File: config.mk
export PLATFORM = sky130hd
export DESIGN_NAME = burst2_sram
export DESIGN_NICKNAME = d
export VERILOG_FILES = /design/src/rtl/burst2_pkg.sv /design/src/rtl/burst2_seq.sv /design/src/rtl/burst2_store.sv /design/src/rtl/burst2_sram.sv
export SDC_FILE = /design/constraint.sdc
export NUM_CORES = 1
export LEC_CHECK = 0
export BUFFER_PORTS_ARGS = -buffer_cell sky130_fd_sc_hd__buf_2
export CELL_PAD_IN_SITES_DETAIL_PLACEMENT = 0
export CELL_PAD_IN_SITES_GLOBAL_PLACEMENT = 1
export CORE_MARGIN = 2
export CORE_UTILIZATION = 53
export DETAILED_ROUTE_END_ITERATION = 8
export PLACE_DENSITY = 0.81
export RECOVER_POWER = 25
export SYNTH_ARGS = -nofsm -noshare
export SYNTH_HDL_FRONTEND = slang
export SYNTH_SLANG_ARGS = --single-unit
File: constraint.sdc
create_clock -name clk -period 3.1 [get_ports clk]
set_input_delay 0 -clock clk [delete_from_list [all_inputs] [get_ports clk]]
set_output_delay 0 -clock clk [all_outputs]
set_load 0.02 [all_outputs]
File: src/rtl/burst2_pkg.sv
`timescale 1ns/1ps
// Shared definitions for the burst-two SRAM emulator.
// Assumes: beat offsets below are fixed by the interface timing.
package burst2_pkg;
    // What a pipeline slot carries
    typedef enum logic [1:0] {
        OP_IDLE = 2'd0,
        OP_WR   = 2'd1,
        OP_RD   = 2'd2
    } beat_op_e;

    // Beats from the command edge to the first data beat
    localparam int WR_LAG = 2;
    localparam int RD_LAG = 5;
endpackage

File: src/rtl/burst2_seq.sv
`timescale 1ns/1ps
// Command sequencer: tracks the half-cycle phase, accepts commands on
// phase-0 beats, and delays each command through a beat-indexed shift line
// to raise the write and read beat strobes with the burst address.
// Assumes: commands are at least two beats apart (phase gating guarantees it).
module burst2_seq
    import burst2_pkg::*;
#(
    parameter int AW = 6
) (
    input  logic          clk,
    input  logic          rst_n,
    input  logic          en,
    input  logic          ld_n,
    input  logic          rd_wr,
    input  logic [AW-1:0] addr,
    output logic          ph,
    output logic          wr_go,
    output logic [AW-1:0] wr_addr,
    output logic          rd_go,
    output logic [AW-1:0] rd_addr
);
    localparam int DEPTH = RD_LAG + 1;
    localparam int WA    = WR_LAG - 1;
    localparam int WB    = WR_LAG;
    localparam int RA    = RD_LAG - 1;
    localparam int RB    = RD_LAG;

    beat_op_e      st_op [DEPTH];
    logic [AW-1:0] st_ad [DEPTH];

    // Half-cycle phase toggle
    always_ff @(posedge clk) begin
        if (!rst_n)  ph <= 1'b0;
        else if (en) ph <= ~ph;
    end

    // Capture a command into slot 0 and shift the delay line
    always_ff @(posedge clk) begin
        if (!rst_n) begin
            for (int i = 0; i < DEPTH; i++) begin
                st_op[i] <= OP_IDLE;
                st_ad[i] <= '0;
            end
        end else if (en) begin
            st_op[0] <= (!ph && !ld_n) ? (rd_wr ? OP_RD : OP_WR) : OP_IDLE;
            st_ad[0] <= addr;
            for (int i = 1; i < DEPTH; i++) begin
                st_op[i] <= st_op[i-1];
                st_ad[i] <= st_ad[i-1];
            end
        end
    end

    // Beat strobes and burst addresses (second beat uses A+1, wrapping)
    assign wr_go   = (st_op[WA] == OP_WR) || (st_op[WB] == OP_WR);
    assign wr_addr = (st_op[WA] == OP_WR) ? st_ad[WA] : st_ad[WB] + AW'(1);
    assign rd_go   = (st_op[RA] == OP_RD) || (st_op[RB] == OP_RD);
    assign rd_addr = (st_op[RA] == OP_RD) ? st_ad[RA] : st_ad[RB] + AW'(1);

    // a command only lands in slot 0 from a phase-0 beat
    a_r2_cmd_on_k_beat: assert property (@(posedge clk) disable iff (!rst_n)
        (st_op[0] != OP_IDLE) |-> ph);
    // first write beat falls on a phase-0 edge
    a_r4_wr_first_on_k: assert property (@(posedge clk) disable iff (!rst_n)
        (st_op[WA] == OP_WR) |-> !ph);
    // never two write bursts claiming the same beat
    a_r4_one_write_beat: assert property (@(posedge clk) disable iff (!rst_n)
        !((st_op[WA] == OP_WR) && (st_op[WB] == OP_WR)));
    // first read word is launched on a half-cycle edge
    a_r5_rd_on_half: assert property (@(posedge clk) disable iff (!rst_n)
        (st_op[RA] == OP_RD) |-> ph);
endmodule

File: src/rtl/burst2_store.sv
`timescale 1ns/1ps
// Storage array split into two half-word banks with independent active-low
// write selects, plus the registered read port and output-enable flag.
// Assumes: DW is even; memory contents are not reset.
module burst2_store #(
    parameter int AW = 6,
    parameter int DW = 8
) (
    input  logic          clk,
    input  logic          rst_n,
    input  logic          en,
    input  logic          wr_go,
    input  logic [AW-1:0] wr_addr,
    input  logic [DW-1:0] wdata,
    input  logic [1:0]    wmask_n,
    input  logic          rd_go,
    input  logic [AW-1:0] rd_addr,
    output logic [DW-1:0] rdata,
    output logic          rdata_oe
);
    localparam int HW    = DW / 2;
    localparam int WORDS = 1 << AW;

    logic [DW-1:0] rd_word;

    for (genvar h = 0; h < 2; h++) begin : g_half
        logic [HW-1:0] bank [WORDS];

        // Write this half when its select is low on a write beat
        always_ff @(posedge clk) begin
            if (en && wr_go && !wmask_n[h])
                bank[wr_addr] <= wdata[h*HW +: HW];
        end

        assign rd_word[h*HW +: HW] = bank[rd_addr];
    end

    // Register the read beat; park the bus at zero otherwise
    always_ff @(posedge clk) begin
        if (!rst_n) begin
            rdata    <= '0;
            rdata_oe <= 1'b0;
        end else if (en) begin
            rdata    <= rd_go ? rd_word : '0;
            rdata_oe <= rd_go;
        end
    end

    // an idle bus carries zero
    a_r7_idle_zero: assert property (@(posedge clk) disable iff (!rst_n)
        !rdata_oe |-> (rdata == '0));
    // a stalled clock holds the outputs
    a_r9_freeze: assert property (@(posedge clk) disable iff (!rst_n)
        !en |=> ($stable(rdata) && $stable(rdata_oe)));
endmodule

File: src/rtl/burst2_sram.sv
`timescale 1ns/1ps
// Top of the burst-two double-rate SRAM emulator: joins the command
// sequencer and the half-word storage array.
// Assumes: both clock phases are presented as alternating beats of clk.
module burst2_sram #(
    parameter int AW = 6,
    parameter int DW = 8
) (
    input  logic          clk,
    input  logic          rst_n,
    input  logic          en,
    input  logic          ld_n,
    input  logic          rd_wr,
    input  logic [AW-1:0] addr,
    input  logic [DW-1:0] wdata,
    input  logic [1:0]    wmask_n,
    output logic          kphase,
    output logic [DW-1:0] rdata,
    output logic          rdata_oe
);
    logic          wr_go;
    logic          rd_go;
    logic [AW-1:0] wr_addr;
    logic [AW-1:0] rd_addr;

    burst2_seq #(.AW(AW)) u_seq (
        .clk     (clk),
        .rst_n   (rst_n),
        .en      (en),
        .ld_n    (ld_n),
        .rd_wr   (rd_wr),
        .addr    (addr),
        .ph      (kphase),
        .wr_go   (wr_go),
        .wr_addr (wr_addr),
        .rd_go   (rd_go),
        .rd_addr (rd_addr)
    );

    burst2_store #(.AW(AW), .DW(DW)) u_store (
        .clk      (clk),
        .rst_n    (rst_n),
        .en       (en),
        .wr_go    (wr_go),
        .wr_addr  (wr_addr),
        .wdata    (wdata),
        .wmask_n  (wmask_n),
        .rd_go    (rd_go),
        .rd_addr  (rd_addr),
        .rdata    (rdata),
        .rdata_oe (rdata_oe)
    );
endmodule

==> results.cfg <==
[sta]
rsz0062_at_grt = no
final.setup_skew_ps = 15.16
slew_headroom_pct = -101.7
drv_slew = 347
finalHoldViolCount = 0
period_needed_ps = 3096
max_freq_mhz = 323.0
tns_ps = 0
worst_pin_slew_ps = 3025
setup_viol = 0
setup_slack_ps = 4.416
post-route-period-util_pct = 99.86

[die]
die_area_sq_mm = 0.04561
io_pins = 31
initial_utilization_pct = 53.91
core-area_sq_mm = 0.04317
die_width_um = 213.6
dieHeight_um = 213.6
rows = 76

[drt]
routedWlPerCell_um = 24.80
drtIter0Drc = 1370
dr_total_vias = 14260
vias_per_cell = 6.112
postRouteAntennaNets = 0
wirelength_um = 57850
drc = 0
drtPass1Iterations = 7

[setup_path]
cp_common_cell = nand3_1
crit_chain = ha_1 -> nand3_1 -> xor2_1 -> a21oi_4 -> buf_12 -> nand3_1 -> nand3_1 -> nand3_1 -> a311oi_1 -> buf_4 -> nand2_1
crit_cells = 11
cpLargestDelayFamily = compound AO/OA/AOI/OAI gates
endpoint_kind = flip-flop
cp_slowest_stage_delay_ps = 610
critPathMaxFanout = 18
required_ps = 3590
slowest_stage = a21oi_4
cp-start-kind = flip-flop
path_buf_inv = 2
rr_worst_depth = 11
critical_path_class = reg -> reg
arrival_ps = 3590

[synthesis]
synth_top_family_by_area = simple AND/OR/NAND/NOR gates
netlist_instances = 1649
syn_nets = 1672
yosysTopAreaCell = edfxtp_1
seq_area_frac_synth_pct = 73.11
netlist.area_leader.share_pct = 72.25
synth_area_leaders = edfxtp_1 72%, nand2_1 5.2%, nand3_1 3.6%
synth_simple_gate_area_share_pct = 13.55
synth_most_common_cell = edfxtp_1
synth_fa_ha_area_share_pct = 0.1075
synth_edf_count = 560
syn_area_sq_mm = 0.02327
syn_avg_cell_area_sq_um = 14.11
synth_cell_types = 54
synthMuxAreaShare_pct = 5.833
ys_ff_latch = 570
synth_top_flop_cell = edfxtp_1
ys_async_sr_fraction_pct = 0
yosysWarnings = 0
synth-xor-area-share_pct = 0.3010
yosys-top-cells-count = 560 x edfxtp_1, 323 x nand2_1, 167 x nand3_1, 156 x nor2_1, 55 x a21oi_1
synth_compound_area_share_pct = 4.607

[clock_network]
cts_tree = done
post_cts_buffers = 0
clk_transition_reported_paths_ps = 60
cts_buffer_depth = 3
htreeDepth = 2
cts_sinks = 570
root_buffer = clkbuf_16
cts_buffers = 54
clk_latency_ps = 610

[hold_path]
min_path_cells = 3
hold_class = in -> reg

[place]
place_ws_ps = 74.25
gp_congestion = 0.8391
dp_hpwl_um = 35730
io_buffer_count = 30

[layout]
antenna_cells = 0
drive_above_1_share_pct = 11.10
nNetsFinal = 1726
syn_to_final_growth_pct = 12.27

[status]
run_status = finished with violations
violations = max-capacitance violations, max-slew violations

[grt]
antenna_found_initial = 0
grt_pass1_wl_um = 86610
gr-total-overflow = 0
grt_util_all_layers_pct = 26.02
grt_pass1_vias = 13990
grt_max_degree = 65

[pwr]
peakVddDrop_mv = 0.5722
p_per_area_mw_per_mm2 = 649.5
cellLeakagePower_nw = 8.880

[flow_run]
drv_cap = 6
==> worst register-to-register path, cell delays in order, from the launching register on <==
cell and delay, ps:
edfxtp_1 480, ha_1 230, nand3_1 90, xor2_1 190, a21oi_4 610, buf_12 270, nand3_1 90, nand3_1 100
nand3_1 120, a311oi_1 550, buf_4 200, nand2_1 60
==> kinds of logic after synthesis <==
family	after synthesis
compound gates	166
xor+xnor	8
fa+ha+maj	2
buf+inv	102
flops	570
mux	74
simple gates	727
==> sequential cells by signal, indices dropped and copies added (netlist names) <==
name	count
u_seq.ph	1
u_seq.st_op	12
u_store.rdata_oe	1
u_store.rdata	8
u_store.g_half.bank	512
u_seq.st_ad	36
==> cell usage in the layout, fill, tap and decap left out, types with 3 or more instances in the layout <==
cell and instances:
a211oi_1 7, a21o_1 5, a21oi_1 54, a21oi_4 4, a221oi_1 4, a22oi_1 15
a311oi_1 7, a31oi_1 12, a32oi_1 7, and3_1 51, buf_12 14, buf_2 23
buf_4 37, bufinv_16 7, clkbuf_1 25, clkbuf_16 57, clkinv_1 13, clkinv_2 6
dfxtp_1 10, dlygate4sd3_1 11, edfxtp_1 560, mux2i_1 27, mux4_1 13, mux4_2 32
nand2_1 323, nand2b_1 3, nand3_1 167, nand4_1 7, nor2_1 156, nor2b_1 3
nor3_1 7, o21ai_0 21, o21ai_1 5, o22ai_1 12, xor2_1 6
==> where the power goes <==
| part | switching (mW) | internal [mW] | leakage [nW] |
|---|---|---|---|
| Sequential | 0.0384 | 8.53 | 5.21 |
| Combinational | 1.09 | 0.529 | 2.79 |
| Clock | 2.81 | 3.97 | 0.879 |
| Total | 3.94 | 13.0 | 8.88 |
==> worst paths after layout <==
| kind | startpoint | slack (ps) | endpoint |
|---|---|---|---|
| worst max register to register | u_seq.st_ad[0][30] | 4 | u_store.rdata[7] |
| worst min-delay path | rd_wr | 230 | u_seq.st_op[0][0] |
| worst max-delay path | u_seq.st_ad[0][30] | 4 | u_store.rdata[7] |
| worst min register to register | u_store.rdata_oe | 450 | u_store.rdata_oe |
==> per-stage QoR <==
step | hold slack [ps] | std cells | total power, mW | area, sq um | utilization, %
6_report | 229.2 | 2333 | 16.97 | 26130 | 60.53
5_1_grt | 241.4 | 2333 | 17.43 | 26130 | 60.53
4_1_cts | 94.93 | 2334 | 17.02 | 26170 | 60.61
3_5_place_dp | 307.5 | 2222 | 10.34 | 24240 | 56.15
3_3_place_gp | 311.4 | 2222 | 10.32 | 24240 | 56.15
2_1_floorplan | 98.87 | 1649 | 9.682 | 23270 | -
==> what timing repair did <==
action / 4_1_cts / 5_1_grt
hold endpoints to repair: 16 / 0
endpoints found under the setup margin: 0 / 2
hold buffers: 11 / 0
resized for setup: 0 / 0
==> layout make-up <==
class / instances / area (sq um)
Clock buffer: 72 / 1503
Clock inverter: 29 / 312.8
Fill cell: 3293 / 17040
Inverter: 3 / 11.26
Multi-Input combinational cell: 977 / 5728
Sequential cell: 570 / 17020
Tap cell: 585 / 732.0
Timing Repair Buffer: 97 / 828.3
==> per-layer routing <==
metal / up-vias / part of all wire [%] / GRT usage (%)
met3: 109 / 8.6 / 3.808
met4: 0 / 3.4 / 9.986
li1: 6301 / - / -
met5: - / 0 / 0
met1: 7119 / 40 / 36.66
met2: 731 / 48 / 41.60
(Power assumes the default switching activity.)
